File: src/rtl/qpm_pkg.sv
package qpm_pkg;

    localparam int unsigned ADDR_W = 8;
    localparam int unsigned DATA_W = 32;
    localparam int unsigned IST_W  = 4;
    localparam int unsigned OST_W  = 6;

    localparam logic [DATA_W-1:0] EMPTY_WORD = 32'hFFFF_FFFF;

    localparam logic [ADDR_W-1:0] OFF_IMSG0   = 8'h10;
    localparam logic [ADDR_W-1:0] OFF_IMSG1   = 8'h14;
    localparam logic [ADDR_W-1:0] OFF_OMSG0   = 8'h18;
    localparam logic [ADDR_W-1:0] OFF_OMSG1   = 8'h1C;
    localparam logic [ADDR_W-1:0] OFF_DBELL   = 8'h20;
    localparam logic [ADDR_W-1:0] OFF_ISTAT   = 8'h24;
    localparam logic [ADDR_W-1:0] OFF_IMASK   = 8'h28;
    localparam logic [ADDR_W-1:0] OFF_OSTAT   = 8'h30;
    localparam logic [ADDR_W-1:0] OFF_OMASK   = 8'h34;
    localparam logic [ADDR_W-1:0] OFF_INPORT  = 8'h40;
    localparam logic [ADDR_W-1:0] OFF_OUTPORT = 8'h44;
    localparam logic [ADDR_W-1:0] OFF_DECADDR = 8'h48;
    localparam logic [ADDR_W-1:0] OFF_DECKIND = 8'h4C;

    // inbound status bit positions
    localparam int unsigned IS_MSG0 = 0;
    localparam int unsigned IS_MSG1 = 1;
    localparam int unsigned IS_BELL = 2;
    localparam int unsigned IS_POST = 3;
    // outbound status bit positions
    localparam int unsigned OS_MSG0  = 0;
    localparam int unsigned OS_MSG1  = 1;
    localparam int unsigned OS_DONE  = 2;
    localparam int unsigned OS_DOVF  = 3;
    localparam int unsigned OS_FOVF  = 4;
    localparam int unsigned OS_POVF  = 5;

    typedef struct packed {
        logic              rd;
        logic              wr;
        logic [ADDR_W-1:0] addr;
        logic [DATA_W-1:0] wdata;
    } acc_t;

    typedef struct packed {
        logic              host_mem;
        logic [DATA_W-1:0] addr;
    } handle_dec_t;

    function automatic acc_t mk_acc(logic req, logic we, logic [ADDR_W-1:0] a,
                                    logic [DATA_W-1:0] d);
        acc_t r;
        r.rd    = req & ~we;
        r.wr    = req & we;
        r.addr  = a;
        r.wdata = d;
        return r;
    endfunction

    function automatic handle_dec_t decode_handle(logic [DATA_W-1:0] h);
        handle_dec_t r;
        r.host_mem = h[DATA_W-1];
        r.addr     = h[DATA_W-1] ? {h[DATA_W-6:0], 5'b0_0000} : h;
        return r;
    endfunction

endpackage

File: src/rtl/qpm_fifo.sv
module qpm_fifo #(
    parameter int unsigned DEPTH = 16,
    parameter int unsigned W     = 32
) (
    input  logic         clk,
    input  logic         rst,
    input  logic         push_a,
    input  logic [W-1:0] data_a,
    input  logic         push_b,
    input  logic [W-1:0] data_b,
    input  logic         pop,
    output logic [W-1:0] head,
    output logic         empty,
    output logic         drop_a,
    output logic         drop_b
);
    // DEPTH must be a power of two so pointers wrap naturally
    localparam int unsigned AW = $clog2(DEPTH);
    localparam int unsigned CW = $clog2(DEPTH + 1);

    logic [W-1:0]  mem [DEPTH];
    logic [AW-1:0] wr_ptr, rd_ptr, wr_ptr_b;
    logic [CW-1:0] count;
    logic [CW:0]   room;
    logic          pop_ok, acc_a, acc_b;

    always_comb begin
        pop_ok   = pop && (count != '0);
        room     = (CW+1)'(DEPTH) - {1'b0, count} + (CW+1)'(pop_ok);
        acc_a    = push_a && (room != '0);
        acc_b    = push_b && (room > (CW+1)'(acc_a));
        wr_ptr_b = acc_a ? wr_ptr + AW'(1) : wr_ptr;
    end

    assign drop_a = push_a & ~acc_a;
    assign drop_b = push_b & ~acc_b;
    assign empty  = (count == '0);
    assign head   = mem[rd_ptr];

    always_ff @(posedge clk) begin
        if (acc_a) mem[wr_ptr]   <= data_a;
        if (acc_b) mem[wr_ptr_b] <= data_b;
    end

    always_ff @(posedge clk) begin
        if (rst) begin
            wr_ptr <= '0;
            rd_ptr <= '0;
            count  <= '0;
        end else begin
            wr_ptr <= wr_ptr + AW'(acc_a) + AW'(acc_b);
            rd_ptr <= rd_ptr + AW'(pop_ok);
            count  <= count + CW'(acc_a) + CW'(acc_b) - CW'(pop_ok);
        end
    end

    AST_FIFO_BOUND: assert property (@(posedge clk) disable iff (rst)
        count <= CW'(DEPTH)) else $error("fifo count over depth");
    AST_DROP_ONLY_FULL: assert property (@(posedge clk) disable iff (rst)
        drop_a |-> (count == CW'(DEPTH) && !pop)) else $error("drop while room");
    AST_EMPTY_POP_STABLE: assert property (@(posedge clk) disable iff (rst)
        (pop && empty && !push_a && !push_b) |=> empty) else $error("empty pop moved");

endmodule

File: src/rtl/qpm_irq_bank.sv
module qpm_irq_bank #(
    parameter int unsigned W = 4
) (
    input  logic         clk,
    input  logic         rst,
    input  logic [W-1:0] set,
    input  logic [W-1:0] clr,
    input  logic         mask_we,
    input  logic [W-1:0] mask_wdata,
    output logic [W-1:0] status,
    output logic [W-1:0] mask,
    output logic         irq
);
    always_ff @(posedge clk) begin
        if (rst) begin
            status <= '0;
            mask   <= '0;
        end else begin
            status <= (status & ~clr) | set;
            if (mask_we) mask <= mask_wdata;
        end
    end

    assign irq = |(status & ~mask);

    AST_SET_STICKY: assert property (@(posedge clk) disable iff (rst)
        (|set) |=> ((status & $past(set)) == $past(set))) else $error("set lost");
    AST_CLEAR_TAKES: assert property (@(posedge clk) disable iff (rst)
        (|(clr & ~set)) |=> ((status & $past(clr & ~set)) == '0)) else $error("clear lost");
    AST_IRQ_HAS_CAUSE: assert property (@(posedge clk) disable iff (rst)
        $rose(irq) |-> ($past(|set) || $past(mask_we))) else $error("irq without cause");

endmodule

File: src/rtl/qport_msgunit.sv
module qport_msgunit
    import qpm_pkg::*;
#(
    parameter int unsigned POST_DEPTH = 16,
    parameter int unsigned FREE_DEPTH = 16,
    parameter int unsigned DONE_DEPTH = 16
) (
    input  logic              clk,
    input  logic              rst,
    input  logic              h_req,
    input  logic              h_we,
    input  logic [ADDR_W-1:0] h_addr,
    input  logic [DATA_W-1:0] h_wdata,
    output logic              h_rvalid,
    output logic [DATA_W-1:0] h_rdata,
    output logic              h_irq,
    input  logic              l_req,
    input  logic              l_we,
    input  logic [ADDR_W-1:0] l_addr,
    input  logic [DATA_W-1:0] l_wdata,
    output logic              l_rvalid,
    output logic [DATA_W-1:0] l_rdata,
    output logic              l_irq
);
    acc_t ha, la;
    assign ha = mk_acc(h_req, h_we, h_addr, h_wdata);
    assign la = mk_acc(l_req, l_we, l_addr, l_wdata);

    // message words and doorbell
    logic [DATA_W-1:0] imsg0, imsg1, omsg0, omsg1, dbell;
    logic              h_imsg0_wr, h_imsg1_wr, l_omsg0_wr, l_omsg1_wr, h_bell_wr;

    assign h_imsg0_wr = ha.wr && ha.addr == OFF_IMSG0;
    assign h_imsg1_wr = ha.wr && ha.addr == OFF_IMSG1;
    assign l_omsg0_wr = la.wr && la.addr == OFF_OMSG0;
    assign l_omsg1_wr = la.wr && la.addr == OFF_OMSG1;
    assign h_bell_wr  = ha.wr && ha.addr == OFF_DBELL;

    always_ff @(posedge clk) begin
        if (rst) begin
            imsg0 <= '0;
            imsg1 <= '0;
            omsg0 <= '0;
            omsg1 <= '0;
            dbell <= '0;
        end else begin
            if (h_imsg0_wr) imsg0 <= ha.wdata;
            if (h_imsg1_wr) imsg1 <= ha.wdata;
            if (l_omsg0_wr) omsg0 <= la.wdata;
            if (l_omsg1_wr) omsg1 <= la.wdata;
            dbell <= (dbell & ~((la.wr && la.addr == OFF_DBELL) ? la.wdata : '0))
                   | (h_bell_wr ? ha.wdata : '0);
        end
    end

    // queues
    logic [DATA_W-1:0] free_head, post_head, done_head;
    logic free_empty, post_empty, done_empty;
    logic free_drop_h, free_drop_l, post_drop, post_drop_b, done_drop, done_drop_b;
    logic free_push_h, free_push_l, post_push, done_push;
    logic free_pop, post_pop, done_pop;

    assign free_push_h = ha.wr && ha.addr == OFF_OUTPORT;
    assign free_push_l = la.wr && la.addr == OFF_INPORT;
    assign free_pop    = ha.rd && ha.addr == OFF_INPORT;
    assign post_push   = ha.wr && ha.addr == OFF_INPORT;
    assign post_pop    = la.rd && la.addr == OFF_INPORT;
    assign done_push   = la.wr && la.addr == OFF_OUTPORT;
    assign done_pop    = ha.rd && ha.addr == OFF_OUTPORT;

    qpm_fifo #(.DEPTH(FREE_DEPTH), .W(DATA_W)) u_free (
        .clk(clk), .rst(rst),
        .push_a(free_push_h), .data_a(ha.wdata),
        .push_b(free_push_l), .data_b(la.wdata),
        .pop(free_pop), .head(free_head), .empty(free_empty),
        .drop_a(free_drop_h), .drop_b(free_drop_l)
    );

    qpm_fifo #(.DEPTH(POST_DEPTH), .W(DATA_W)) u_post (
        .clk(clk), .rst(rst),
        .push_a(post_push), .data_a(ha.wdata),
        .push_b(1'b0), .data_b('0),
        .pop(post_pop), .head(post_head), .empty(post_empty),
        .drop_a(post_drop), .drop_b(post_drop_b)
    );

    qpm_fifo #(.DEPTH(DONE_DEPTH), .W(DATA_W)) u_done (
        .clk(clk), .rst(rst),
        .push_a(done_push), .data_a(la.wdata),
        .push_b(1'b0), .data_b('0),
        .pop(done_pop), .head(done_head), .empty(done_empty),
        .drop_a(done_drop), .drop_b(done_drop_b)
    );

    // decoded view of the last drained request
    handle_dec_t last_dec;
    always_ff @(posedge clk) begin
        if (rst) last_dec <= '0;
        else if (post_pop && !post_empty) last_dec <= decode_handle(post_head);
    end

    // status banks
    logic [IST_W-1:0] ist_set, ist, imask;
    logic [OST_W-1:0] ost_set, ost, omask;

    always_comb begin
        ist_set          = '0;
        ist_set[IS_MSG0] = h_imsg0_wr;
        ist_set[IS_MSG1] = h_imsg1_wr;
        ist_set[IS_BELL] = h_bell_wr && (ha.wdata != '0);
        ist_set[IS_POST] = post_push && !post_drop;
        ost_set          = '0;
        ost_set[OS_MSG0] = l_omsg0_wr;
        ost_set[OS_MSG1] = l_omsg1_wr;
        ost_set[OS_DONE] = done_push && !done_drop;
        ost_set[OS_DOVF] = done_drop | done_drop_b;
        ost_set[OS_FOVF] = free_drop_h | free_drop_l;
        ost_set[OS_POVF] = post_drop | post_drop_b;
    end

    qpm_irq_bank #(.W(IST_W)) u_in_irq (
        .clk(clk), .rst(rst),
        .set(ist_set),
        .clr((la.wr && la.addr == OFF_ISTAT) ? la.wdata[IST_W-1:0] : '0),
        .mask_we(la.wr && la.addr == OFF_IMASK),
        .mask_wdata(la.wdata[IST_W-1:0]),
        .status(ist), .mask(imask), .irq(l_irq)
    );

    qpm_irq_bank #(.W(OST_W)) u_out_irq (
        .clk(clk), .rst(rst),
        .set(ost_set),
        .clr((ha.wr && ha.addr == OFF_OSTAT) ? ha.wdata[OST_W-1:0] : '0),
        .mask_we(ha.wr && ha.addr == OFF_OMASK),
        .mask_wdata(ha.wdata[OST_W-1:0]),
        .status(ost), .mask(omask), .irq(h_irq)
    );

    // read muxes
    logic [DATA_W-1:0] h_mux, l_mux;

    always_comb begin
        case (ha.addr)
            OFF_IMSG0:   h_mux = imsg0;
            OFF_IMSG1:   h_mux = imsg1;
            OFF_OMSG0:   h_mux = omsg0;
            OFF_OMSG1:   h_mux = omsg1;
            OFF_DBELL:   h_mux = dbell;
            OFF_ISTAT:   h_mux = DATA_W'(ist);
            OFF_IMASK:   h_mux = DATA_W'(imask);
            OFF_OSTAT:   h_mux = DATA_W'(ost);
            OFF_OMASK:   h_mux = DATA_W'(omask);
            OFF_INPORT:  h_mux = free_empty ? EMPTY_WORD : free_head;
            OFF_OUTPORT: h_mux = done_empty ? EMPTY_WORD : done_head;
            default:     h_mux = '0;
        endcase
    end

    always_comb begin
        case (la.addr)
            OFF_IMSG0:   l_mux = imsg0;
            OFF_IMSG1:   l_mux = imsg1;
            OFF_OMSG0:   l_mux = omsg0;
            OFF_OMSG1:   l_mux = omsg1;
            OFF_DBELL:   l_mux = dbell;
            OFF_ISTAT:   l_mux = DATA_W'(ist);
            OFF_IMASK:   l_mux = DATA_W'(imask);
            OFF_OSTAT:   l_mux = DATA_W'(ost);
            OFF_OMASK:   l_mux = DATA_W'(omask);
            OFF_INPORT:  l_mux = post_empty ? EMPTY_WORD : post_head;
            OFF_DECADDR: l_mux = last_dec.addr;
            OFF_DECKIND: l_mux = DATA_W'(last_dec.host_mem);
            default:     l_mux = '0;
        endcase
    end

    always_ff @(posedge clk) begin
        if (rst) begin
            h_rvalid <= 1'b0;
            h_rdata  <= '0;
            l_rvalid <= 1'b0;
            l_rdata  <= '0;
        end else begin
            h_rvalid <= ha.rd;
            l_rvalid <= la.rd;
            if (ha.rd) h_rdata <= h_mux;
            if (la.rd) l_rdata <= l_mux;
        end
    end

    AST_HOST_RVALID: assert property (@(posedge clk) disable iff (rst)
        (h_req && !h_we) |=> h_rvalid) else $error("host read not answered");
    AST_LOCAL_RVALID: assert property (@(posedge clk) disable iff (rst)
        !(l_req && !l_we) |=> !l_rvalid) else $error("spurious local valid");
    AST_EMPTY_POOL_WORD: assert property (@(posedge clk) disable iff (rst)
        (free_pop && free_empty) |=> (h_rdata == EMPTY_WORD)) else $error("empty pool word");
    AST_BELL_STICKY: assert property (@(posedge clk) disable iff (rst)
        h_bell_wr |=> ((dbell & $past(h_wdata)) == $past(h_wdata))) else $error("bell lost");
    AST_DONE_RAISES: assert property (@(posedge clk) disable iff (rst)
        (done_push && !done_drop) |=> ost[OS_DONE]) else $error("completion not flagged");

endmodule

File: config.mk
export PLATFORM = sky130hd
export DESIGN_NAME = qport_msgunit
export DESIGN_NICKNAME = d
export VERILOG_FILES = /design/src/rtl/qpm_pkg.sv /design/src/rtl/qpm_fifo.sv /design/src/rtl/qpm_irq_bank.sv /design/src/rtl/qport_msgunit.sv
export SDC_FILE = /design/constraint.sdc
export NUM_CORES = 2
export LEC_CHECK = 0
export BUFFER_PORTS_ARGS = -buffer_cell sky130_fd_sc_hd__buf_2
export CELL_PAD_IN_SITES_DETAIL_PLACEMENT = 2
export CELL_PAD_IN_SITES_GLOBAL_PLACEMENT = 2
export CORE_ASPECT_RATIO = 1.2
export CORE_UTILIZATION = 47
export DETAILED_ROUTE_END_ITERATION = 12
export HOLD_SLACK_MARGIN = 0.03
export PLACE_DENSITY = 0.91
export SYNTH_ARGS = -nofsm -noshare
export SYNTH_HDL_FRONTEND = slang
export SYNTH_SLANG_ARGS = --single-unit
File: constraint.sdc
create_clock -name clk -period 10.6 [get_ports clk]
set_input_delay 2.12 -clock clk [delete_from_list [all_inputs] [get_ports clk]]
set_output_delay 2.12 -clock clk [all_outputs]
set_load 0.1 [all_outputs]
# Word-level counts from Yosys, hierarchy flattened
# Memory sizes are Yosys's and may differ from the RTL's. A register that Yosys moved wholly into a read port is not among the register bits.
# Index checks and enable logic that the tools add are counted.
[classes] n_addsub=21 magnitude_cmp=1 n_eq_ne=24 mux=22 bitwise=28 n_reduce_logical=43
[ops] op="$pmux 32 s12" n=1
[ops] op="$pmux 32 s11" n=1
[ops] op="$mux 32" n=6
[ops] op="$eq 8x6->1 const B" n=10
[ops] op="$eq 8x5->1 const B" n=8
[ops] op="$eq 8x7->1 const B" n=6
[ops] op="$and 32x32->32" n=1
[ops] op="$not 32->32" n=1
[ops] op="$or 32x32->32" n=1
[ops] op="$reduce_bool 32->1" n=1
[ops] op="$add 4x1->4" n=7
[ops] op="$logic_and 1x1->1" n=28
[ops] op="$add 5x1->5" n=4
[ops] op="$mux 4" n=5
[ops] op="$add 6x1->6" n=3
[ops] op="$reduce_bool 6->1" n=3
[ops] op="$sub 5x5->6 const A" n=3
[ops] op="$logic_not 5->1" n=3
[ops] op="$reduce_bool 5->1" n=3
[ops] op="$sub 5x1->5" n=3
[ops] op="$and 6x6->6" n=2
[ops] op="$not 6->6" n=2
[ops] op="$and 1x1->1" n=8
[ops] op="$and 4x4->4" n=2
[ops] op="other kinds (12)" n=27
[totals] regBits=318 mem_bits_rw=1536 in_bits=86 output_inout_bits=68 elab_cells=166 mem_count=3
[memory_table] memory="u_done.mem" depth=16 width=32 rd=1 rd_clocked_by_memory_dff=1 write_ports=1 line="qpm_fifo.sv:21" text="logic [W-1:0] mem [DEPTH];"
[memory_table] memory="u_free.mem" depth=16 width=32 rd=1 rd_clocked_by_memory_dff=1 write_ports=2 line="qpm_fifo.sv:21"
[memory_table] memory="u_post.mem" depth=16 width=32 rd=1 rd_clocked_by_memory_dff=1 write_ports=1 line="qpm_fifo.sv:21"

# Longest topological paths before layout
[depth] word_depth=13 ltp_mapped=27

# Hierarchy
# A second synthesis with hierarchy kept.
[hier_totals] cells_unflattened=6396 area_unflattened_um2=95394.0
[by_module_without_submodules] mod="qpm_fifo (u_post)" n_inst=1 cells_each=1516 area_each_um2=27064.7 seq_area_each_um2=15635.0
[by_module_without_submodules] mod="qpm_fifo (u_done)" n_inst=1 cells_each=1509 area_each_um2=26952.1 seq_area_each_um2=15635.0
[by_module_without_submodules] mod="qpm_fifo (u_free)" n_inst=1 cells_each=1518 area_each_um2=26832.0 seq_area_each_um2=15635.0
[by_module_without_submodules] mod="qport_msgunit" n_inst=1 cells_each=1764 area_each_um2=13764.5 seq_area_each_um2=5185.0
[by_module_without_submodules] mod="qpm_irq_bank (u_out_irq)" n_inst=1 cells_each=54 area_each_um2=457.9 seq_area_each_um2=240.2
[by_module_without_submodules] mod="qpm_irq_bank (u_in_irq)" n_inst=1 cells_each=35 area_each_um2=322.8 seq_area_each_um2=160.2

# Least setup slack after synthesis
# Ideal clock, no wire load.
[synth_timing] path_kind="input to register" from="in h_addr[4]" to="mem u_free.mem[10][0], enable pin" setup_ns=0.470 arrival_ns=8.007 required_ns=10.130 setup_slack_ns=2.123 path_stages=18 n_path_buf=2 cell_sequence="or4b_2 nor2_1 nand3_1 ha_1 inv_1 ha_1 xnor2_1 nor3b_2 a31oi_1 buf_4 ha_1 nor2_1 nor3_1 nand3_1 and3_1 inv_2 buf_2 o31ai_1"
[synth_lines] item="start: declaration" line="qport_msgunit.sv:12" text="input logic [ADDR_W-1:0] h_addr,"
[synth_lines] item="end: declaration" line="qpm_fifo.sv:21"

==> results.txt <==
post-synthesis register bit count -> 1854
minimum clock period -> 9.55 ns
VDD IR max -> 0.000202 V
post-CTS setup buffers -> 0
synth warn -> 0
Reg area -> 0.0525 sq mm
syn_area_per_cell -> 15.3 sq um
crit start category -> input pin
Synth Area in Compound Gates -> 6.27%
crit path DAT -> 9.89 ns
Cell variety after synth -> 86
# IOs -> 154
first-pass GRT wire length -> 512000 microns
post-CTS sizing -> 0
Initial Util -> 47.4%
Num CTS Buffers -> 187
Iter 0 DRT Violations -> 8948
Leakage Power -> 0.0285 uW
origin of the worst setup path -> h_addr[4]
drt wl/cell -> 47.5 microns
largest net degree at the start of global routing -> 115
max-cap viol count -> 1
All-Layer GR Usage -> 41.8%
area of the multi-input gates -> 0.0277 sq mm
DRC Markers -> 39
cell area after layout -> 0.0912 sq mm
Root Driver -> clkbuf_16
share of layout cells above drive strength 1 -> 26.4%
Die X -> 383 microns
worst setup path class -> input pin to register
Min-Delay Startpoint -> last_dec[29]
remaining antenna violation count after routing -> 0
CTS tree -> built
Sink Count -> 1854
Crit. End Element -> register
synth top area cells -> edfxtp_1, mux4_2, dfxtp_1, mux2_2, mux2i_1
FP Rows -> 167
Placed Area -> 0.0849 sq mm
Die H -> 459 microns
Synth Net Count -> 5476
CTS Hold Bufs -> 0
adder-cell share of the synthesized area -> 0.809%
port bufs -> 153
Filler cells -> 15000
Synth Area in XOR/XNOR -> 0.235%
Vias/cell -> 7.49
Setup Skew -> 0.0632 ns
die area -> 0.176 sq mm
dpl hpwl -> 208000 microns
status -> finished, violations left
unrepaired setup endpoints after global routing -> false
largest family of logic cells by synthesized area -> multiplexers
number of setup violations in the final report -> 0
Syn Std Cell Area -> 0.0819 sq mm
mux share of post-synthesis cell area -> 20.4%
Hold Fails Final Rpt -> 0
initial antenna violation count -> 49
nets@finish -> 5459
Hold Path Class -> register to register
PwrDens -> 171 mW/mm^2
drt first pass iters -> 12
Synth Area in Simple Gates -> 5.56%
Mapped Cells -> 5340
Top FF cell, synth -> edfxtp_1
total negative slack -> 0 ns
vias -> 58400
H-Tree Depth -> 4
reg2reg start -> u_free.count[2]
clock slew at reported path FFs -> 0.08 ns
vias in the first global route -> 61400
period utilization -> 90.1%
async set-reset flop share out of synthesis -> 0%
Post-Route WL -> 370000 microns
most common cell in the netlist -> edfxtp_1
Max FO, Critical Path -> 32
maximum root-to-sink buffer count -> 3
Synth area leader -> edfxtp_1
Final Max Slew Viols -> 33
grt total ovfl -> 0
worst skew pair latency -> 0.89 ns
EDFF count, synth -> 1536
Final Core Density -> 52.8%
CP required -> 10.94 ns
Core ar. -> 0.173 sq mm
failing checks -> design-rule violations, max-capacitance violations, max-slew violations
slew margin rel. -> -5.43%
Seq/Total Area, Yosys -> 64.1%
routability cong. -> 0.863
area grow syn2layout -> 11.3%
top cell type's share of synthesized area -> 56.3%
Commonest cells post-synth -> edfxtp_1, nand2_1, mux2_2, mux4_2, clkbuf_1
fmax -> 105 MHz
Worst Tran Pin Value -> 1.58 ns
PnR Total Power -> 15600 uW
==> cells in the final DEF, fill, tap and decap left out, types with 152 or more instances in the layout <==
cell type and n:
mux4_2 338, dfxtp_1 310, mux2i_1 305, a21oi_1 164, edfxtp_1 1536, a22oi_1 159
clkbuf_16 189, nand2_1 457, mux2_2 419, nor2_1 186, buf_2 152
==> metal layers <==
| layer | wire length, microns | up-vias | part of all wire (%) | track usage [%] |
|---|---|---|---|---|
| met5 | 222 | - | 0.060 | 0.0829 |
| met3 | 41600 | 1959 | 11 | 12.4 |
| li1 | - | 20900 | - | - |
| met1 | 118000 | 30000 | 32 | 46.4 |
| met4 | 33200 | 34 | 9.0 | 30.9 |
| met2 | 177000 | 5463 | 48 | 68.1 |
==> cell families (layout without fill, tap and decap cells) <==
| logic type | after synthesis | count (layout) |
|---|---|---|
| muxes | 1169 | 1169 |
| DFF | 1854 | 1854 |
| and+or+nand+nor | 981 | 981 |
| AOI/OAI and AO/OA | 737 | 737 |
| other | 0 | 29 |
| xor gates and xnor gates | 22 | 22 |
| buffers and inverters | 527 | 671 |
| adders and majority gates | 50 | 50 |
==> power by group <==
| part | internal (uW) | switching, uW |
|---|---|---|
| clock | 3820 | 3350 |
| sequential | 7870 | 3.16 |
| combinational | 113 | 404 |
==> final timing paths <==
check	end	slack (ns)	cells after the start
worst max-delay path	u_free.mem[11][19]	1.05	17
worst min-delay path	last_dec[29]	0.47	2
worst max register to register	u_free.mem[11][19]	2.86	17
worst min register to register	last_dec[29]	0.47	2
==> through the flow <==
stage	std cells	hold slack, ns	worst slack [ns]
final	7794	0.465	1.05
after global routing	7773	0.488	1.18
after CTS	7764	0.461	1.53
after detailed placement	7414	0.443	1.09
after global placement	7414	0.424	2.12
after floorplan	5340	0.416	2.12
==> registers in the layout, summed over array words and instances, names as in the netlist, 32 cells and up <==
register	count
u_free.mem	512
imsg0	32
imsg1	32
omsg0	32
l_rdata	32
dbell	32
omsg1	32
u_post.mem	512
u_done.mem	512
last_dec	33
h_rdata	32
==> cell type report <==
class,count,share of cell area [%]
antenna,29,0.0796
clock buffer,243,5.51
clock inverter,107,1.29
inverter,46,0.189
multi-input combinational,2959,30.3
sequential,1854,57.6
tap,2281,3.13
timing repair buffer,275,1.88
==> critical path: stages <==
cell	delay (ns)
buf_2	0.18
or4b_2	0.80
nor2_1	0.56
nand3_1	0.30
ha_1	0.33
inv_1	0.15
ha_1	0.29
xnor2_1	0.23
nor3b_2	0.53
a31oi_1	0.30
ha_1	0.43
nor2_1	0.10
nor3_1	1.06
a31oi_1	0.34
mux2i_4	0.52
nand2b_2	0.74
nand2_2	0.84
No activity file was read; power rests on OpenSTA's default activity.
